File: src/rtl/evt_ctr_pkg.sv
package evt_ctr_pkg;
  localparam logic [7:0] CMD_WR_INIT = 8'hE2;
  localparam logic [7:0] CMD_RD_CNT  = 8'hE3;
  localparam logic [7:0] CMD_START   = 8'hF4;

  typedef enum logic [1:0] {
    ARM_NONE = 2'd0,
    ARM_WR   = 2'd1,
    ARM_RD   = 2'd2
  } arm_e;
endpackage

File: src/rtl/evt_pulse_qual.sv
module evt_pulse_qual #(
  parameter int HIGH_MIN = 50,
  parameter int LOW_MIN  = 300
) (
  input  logic clk_i,
  input  logic rst_ni,
  input  logic pin_i,
  output logic tick_o
);
  localparam int RUN_MAX = (HIGH_MIN > LOW_MIN) ? HIGH_MIN : LOW_MIN;
  localparam int RUN_W   = $clog2(RUN_MAX + 1);
  localparam logic [RUN_W-1:0] RUN_SAT = RUN_W'(RUN_MAX);
  localparam logic [RUN_W-1:0] HI_REQ  = RUN_W'(HIGH_MIN);
  localparam logic [RUN_W-1:0] LO_REQ  = RUN_W'(LOW_MIN);

  logic [1:0]       sync_q;
  logic             lvl, prev_q, armed_q;
  logic [RUN_W-1:0] run_q;

  assign lvl    = sync_q[1];
  assign tick_o = armed_q && !prev_q && !lvl && (run_q >= LO_REQ);

  always_ff @(posedge clk_i or negedge rst_ni) begin
    if (!rst_ni) begin
      sync_q  <= '0;
      prev_q  <= 1'b0;
      run_q   <= '0;
      armed_q <= 1'b0;
    end else begin
      sync_q <= {sync_q[0], pin_i};
      prev_q <= lvl;
      if (lvl != prev_q)       run_q <= RUN_W'(1);
      else if (run_q != RUN_SAT) run_q <= run_q + 1'b1;
      // arm on a fall only after a long enough high phase
      if (prev_q && !lvl)       armed_q <= (run_q >= HI_REQ);
      else if (lvl || tick_o)   armed_q <= 1'b0;
    end
  end
endmodule

File: src/rtl/evt_cmd_decode.sv
module evt_cmd_decode
  import evt_ctr_pkg::*;
(
  input  logic       clk_i,
  input  logic       rst_ni,
  input  logic       cmd_we_i,
  input  logic [7:0] cmd_i,
  input  logic       data_we_i,
  input  logic       data_re_i,
  output logic       load_o,
  output logic       start_o,
  output logic       rd_o
);
  arm_e arm_q, arm_d;

  always_comb begin
    arm_d   = arm_q;
    load_o  = 1'b0;
    start_o = 1'b0;
    rd_o    = 1'b0;
    if (cmd_we_i) begin
      unique case (cmd_i)
        CMD_WR_INIT: arm_d = ARM_WR;
        CMD_RD_CNT:  arm_d = ARM_RD;
        CMD_START: begin
          arm_d   = ARM_NONE;
          start_o = 1'b1;
        end
        default:     arm_d = ARM_NONE;
      endcase
    end else if (data_we_i && arm_q == ARM_WR) begin
      load_o = 1'b1;
      arm_d  = ARM_NONE;
    end else if (data_re_i && arm_q == ARM_RD) begin
      rd_o  = 1'b1;
      arm_d = ARM_NONE;
    end
  end

  always_ff @(posedge clk_i or negedge rst_ni) begin
    if (!rst_ni) arm_q <= ARM_NONE;
    else         arm_q <= arm_d;
  end
endmodule

File: src/rtl/evt_count_core.sv
module evt_count_core #(
  parameter int CNT_W = 8
) (
  input  logic             clk_i,
  input  logic             rst_ni,
  input  logic             load_i,
  input  logic [CNT_W-1:0] data_i,
  input  logic             start_i,
  input  logic             tick_i,
  output logic [CNT_W:0]   cnt_o,
  output logic             en_o,
  output logic             done_o
);
  localparam logic [CNT_W:0] FULL = {1'b1, {CNT_W{1'b0}}};

  logic [CNT_W-1:0] init_q;
  logic [CNT_W:0]   cnt_q;
  logic             en_q, done_q;

  assign cnt_o  = cnt_q;
  assign en_o   = en_q;
  assign done_o = done_q;

  always_ff @(posedge clk_i or negedge rst_ni) begin
    if (!rst_ni) begin
      init_q <= '0;
      cnt_q  <= '0;
      en_q   <= 1'b0;
      done_q <= 1'b0;
    end else begin
      if (load_i) begin
        init_q <= data_i;
        done_q <= 1'b0;
      end
      if (start_i) begin
        // zero initial value encodes the full 2**CNT_W range
        cnt_q  <= (init_q == '0) ? FULL : {1'b0, init_q};
        en_q   <= 1'b1;
        done_q <= 1'b0;
      end else if (en_q && tick_i) begin
        cnt_q <= cnt_q - 1'b1;
        if (cnt_q == (CNT_W+1)'(1)) begin
          en_q   <= 1'b0;
          done_q <= 1'b1;
        end
      end
    end
  end
endmodule

File: src/rtl/evt_down_counter.sv
module evt_down_counter #(
  parameter int CNT_W    = 8,
  parameter int HIGH_MIN = 50,
  parameter int LOW_MIN  = 300
) (
  input  logic             clk_i,
  input  logic             rst_ni,
  input  logic             cnt_pin_i,
  input  logic             cmd_we_i,
  input  logic [7:0]       cmd_i,
  input  logic             data_we_i,
  input  logic [CNT_W-1:0] data_i,
  input  logic             data_re_i,
  output logic [CNT_W-1:0] rd_data_o,
  output logic             rd_valid_o,
  output logic             evt_done_o
);
  logic           tick_w, load_w, start_w, rd_w, en_w;
  logic [CNT_W:0] cnt_w;

  evt_pulse_qual #(.HIGH_MIN(HIGH_MIN), .LOW_MIN(LOW_MIN)) u_qual (
    .clk_i (clk_i),
    .rst_ni(rst_ni),
    .pin_i (cnt_pin_i),
    .tick_o(tick_w)
  );

  evt_cmd_decode u_dec (
    .clk_i    (clk_i),
    .rst_ni   (rst_ni),
    .cmd_we_i (cmd_we_i),
    .cmd_i    (cmd_i),
    .data_we_i(data_we_i),
    .data_re_i(data_re_i),
    .load_o   (load_w),
    .start_o  (start_w),
    .rd_o     (rd_w)
  );

  evt_count_core #(.CNT_W(CNT_W)) u_core (
    .clk_i  (clk_i),
    .rst_ni (rst_ni),
    .load_i (load_w),
    .data_i (data_i),
    .start_i(start_w),
    .tick_i (tick_w),
    .cnt_o  (cnt_w),
    .en_o   (en_w),
    .done_o (evt_done_o)
  );

  always_ff @(posedge clk_i or negedge rst_ni) begin
    if (!rst_ni) begin
      rd_data_o  <= '0;
      rd_valid_o <= 1'b0;
    end else begin
      rd_valid_o <= rd_w;
      if (rd_w) rd_data_o <= cnt_w[CNT_W-1:0];
    end
  end
endmodule

File: config.mk
export PLATFORM = sky130hd
export DESIGN_NAME = evt_down_counter
export DESIGN_NICKNAME = d
export VERILOG_FILES = /design/src/rtl/evt_ctr_pkg.sv /design/src/rtl/evt_pulse_qual.sv /design/src/rtl/evt_cmd_decode.sv /design/src/rtl/evt_count_core.sv /design/src/rtl/evt_down_counter.sv
export SDC_FILE = /design/constraint.sdc
export NUM_CORES = 1
export LEC_CHECK = 0
export BUFFER_PORTS_ARGS = -buffer_cell sky130_fd_sc_hd__buf_2
export CAP_MARGIN = 10
export CORE_MARGIN = 8
export CORE_UTILIZATION = 46
export CTS_BUF_LIST = sky130_fd_sc_hd__clkbuf_2 sky130_fd_sc_hd__clkbuf_4 sky130_fd_sc_hd__clkbuf_8
export DETAILED_ROUTE_END_ITERATION = 8
export GPL_TIMING_DRIVEN = 0
export PLACE_DENSITY = 0.69
export SETUP_SLACK_MARGIN = 0.3
export SYNTH_ARGS = -nofsm -noshare
export SYNTH_HDL_FRONTEND = slang
export SYNTH_HIERARCHICAL = 1
export SYNTH_SLANG_ARGS = --single-unit
File: constraint.sdc
create_clock -name clk_i -period 1.8 [get_ports clk_i]
set_clock_uncertainty 0.1 [all_clocks]
set_input_delay 0.18 -clock clk_i [delete_from_list [all_inputs] [get_ports clk_i]]
set_output_delay 0.18 -clock clk_i [all_outputs]
set_load 0.02 [all_outputs]
==> results.toml <==
[run_status]
status = "finished, final reports clean"

[sta]
slew_headroom_pct = 62.09
worstMarginPinSlew_ns = 0.5686
fin_crit_sh_pct = 95.80
setup_slack_ns = 0.07555
timing.fmax_mhz = 579.9
fin_crit_ns = 1.724
setup_viol = 0
hold_viol = 0
drv_slew = 0
tns_ns = 0
hold_slack_ns = 0.01319
rsz0062_at_grt = "true"

[power]
internal-power_mw = 1.737
p_sw_share_pct = 23.30
combinationalPowerShare_pct = 12.6
p_seq_share_pct = 47.9
ir_worst_vdd_v = 0.0005417
pwr_density_cell_nw_per_um2 = 782.6
p_clk_share_pct = 39.5
leakage_nw = 1.297
p_sw_mw = 0.5277

[floorplanning]
die_h_um = 84.64
ios = 32
core_area_um2 = 4629
start_util_pct = 46.81
die_area_um2 = 7163
die_x_um = 84.64
num_rows = 25

[global_routing]
grt_pass1_wl_um = 7879
grt_max_degree = 44
grt_overflow = 0
antenna_found_initial = 0
track_usage_pct = 13.53
grt_pass1_vias = 1722

[worst_setup_path]
path_buf_inv = 1
crit_chain = "nand4bb_4 -> nor3_4 -> buf_4 -> nand2_4 -> nor4_4 -> xnor2_1 -> o21ai_0"
crit_fanout = 4
endpoint_kind = "register"
max_stage_delay_ns = 0.41
start_kind = "register"
required_ns = 1.88
critPathKind = "reg -> reg"
crit_arrival_ns = 1.80
crit_slowest_cell = "dfrtp_1"
worst_path_dominant_cell_family = "simple AND/OR/NAND/NOR gates"

[synth]
synth_most_common_cell = "dfrtp_1"
ys_async_sr_fraction_pct = 100.0
synth_top_area_share_pct = 49.65
seq_area_frac_synth_pct = 49.65
syn-cell-area_um2 = 2167
synth_area_leaders = "dfrtp_1 (50%), mux2_4 (5.5%), mux2_2 (4.2%)"
synth_top_cell_by_area = "dfrtp_1"
avgSynthCellArea_um2 = 11.23
synth_commonest_cells = "dfrtp_1 (43), nand2_1 (18), a21oi_1 (12), o21ai_0 (12), inv_1 (10)"
synth-edff-count = 0
postSynthCellCount = 193
ys_seq_elements = 43
synth_cell_types = 45
syn-num-nets = 220
ys.flop_type = "dfrtp_1"
ys_warn_count = 6

[drt]
vias_per_cell = 5.388
vias = 1638
wl_per_cell_um = 14.98
drt_iter0_drc = 53
antenna_left = 0
drc_errors = 0
firstDrtPassIters = 4
wirelength_um = 4554

[finish]
area_growth_pct = 33.55
antenna_cells = 0
drive_above_1_share_pct = 46.40
fin_nets = 276
fill_cells = 373

[clock_network]
clockBufferDepth = 2
cts_sinks = 43
clockRootBuffer = "clkbuf_8"
cts_tree = "yes"
numCtsBuffers = 5
insertion_delay_ns = 0.30
htree_levels = 2
path_clk_slew_ns = 0.09

[job]
cap_viol_max_count = 0

[place]
dp_slack_ns = -0.1384
gp_routability_congestion = 0.7693
io_buffers = 31
hpwl_um = 2934

[worst_hold_path]
hold_path.class = "in -> reg"
==> per-layer routing <==
layer / GRT usage (%) / part of all wire (%) / up-vias
met2: 22.55 / 50 / 31
met1: 16.67 / 45 / 789
met4: 4.369 / 1.4 / 0
met5: 0 / 0 / -
li1: - / - / 810
met3: 3.317 / 3.0 / 8
==> layout make-up <==
type	instances	area [µm²]	area share, %
Clock buffer	6	76.32	2.637
Multi-Input combinational cell	133	1192	41.20
Sequential cell	43	1084	37.44
Inverter	10	37.54	1.297
Timing Repair Buffer	49	311.5	10.77
Clock inverter	2	60.06	2.075
Tap cell	54	67.56	2.335
Buffer	7	65.06	2.248
==> state kept, by name (all words and copies together), names as in the netlist <==
register and cells:
u_core/cnt_o 9, u_qual/run_q 9, rd_data_o 8, u_core/init_q 8, u_dec/arm_q 2, u_qual/sync_q 2
rd_valid_o 1, u_core/done_o 1, u_core/en_o 1, u_qual/armed_q 1, u_qual/prev_q 1
==> final timing paths <==
kind / depth (start not counted) / to / from / slack (ns)
min: 2 / u_core/init_q[3] / data_i[3] / 0.01
min in group asynchronous: 2 / u_qual/run_q[2] / rst_ni / 0.35
min reg2reg: 0 / u_qual/sync_q[1] / u_qual/sync_q[0] / 0.25
max: 7 / u_core/cnt_o[3] / u_qual/sync_q[1] / 0.08
max reg2reg: 7 / u_core/cnt_o[3] / u_qual/sync_q[1] / 0.08
max in group asynchronous: 2 / u_qual/run_q[6] / rst_ni / 0.83
==> cells by family (layout without fill, tap and decap cells) <==
family	after synthesis	after routing	share of synthesized area, %
flops	43	43	49.65
simple gates	67	67	19.80
compound gates	37	37	11.14
xor+xnor	7	7	2.829
mux	17	17	10.16
fa+ha+maj	5	5	2.887
buf+inv	17	74	3.522
==> placed cells by master (no fill, tap or decap), types with 2 or more instances in the layout <==
cell type,n
buf_2,30
clkbuf_8,6
o41ai_2,2
nand2_1,17
nand2b_1,3
nand4b_1,2
nor4_4,2
mux2_4,16
ha_1,3
bufinv_16,2
or3_1,3
nor2b_2,2
buf_4,14
a21oi_2,3
a21oi_1,9
nand3_2,3
inv_1,10
dfrtp_1,37
nand3_1,4
buf_6,4
or3_4,2
nor3_1,4
dlygate4sd3_1,2
o21ai_1,6
nand4_1,3
nor2_1,6
dfrtp_2,6
xor2_1,5
o21ai_0,9
clkbuf_4,4
==> power by group through the flow <==
stage | clock network [mW] | registers (mW) | logic, mW
global route | 0.958 | 1.09 | 0.317
detailed placement | 0 | 1.10 | 0.212
CTS | 0.914 | 1.08 | 0.255
finish | 0.895 | 1.08 | 0.286
global placement | 0 | 1.10 | 0.209
floorplan | 0 | 1.10 | 0.125
==> metrics by stage <==
step	cell area, µm²	power (mW)	std cells	utilization [%]
final	2894	2.265	304	62.51
after global routing	2894	2.367	304	62.51
after CTS	2799	2.247	302	60.46
after detailed placement	2427	1.313	278	52.43
after floorplan	2205	1.225	193	-
after global placement	2427	1.309	278	52.43
==> what timing repair did <==
item / in CTS / in global routing
pin swaps: 5 / 5
cloned: 1 / 0
setup buffers: 13 / 2
resized for setup: 29 / 20
hold buffers: 2 / 0
setup endpoints to repair: 22 / 37
endpoints found under the hold margin: 44 / 0
Power figures use the tool's default switching activity.
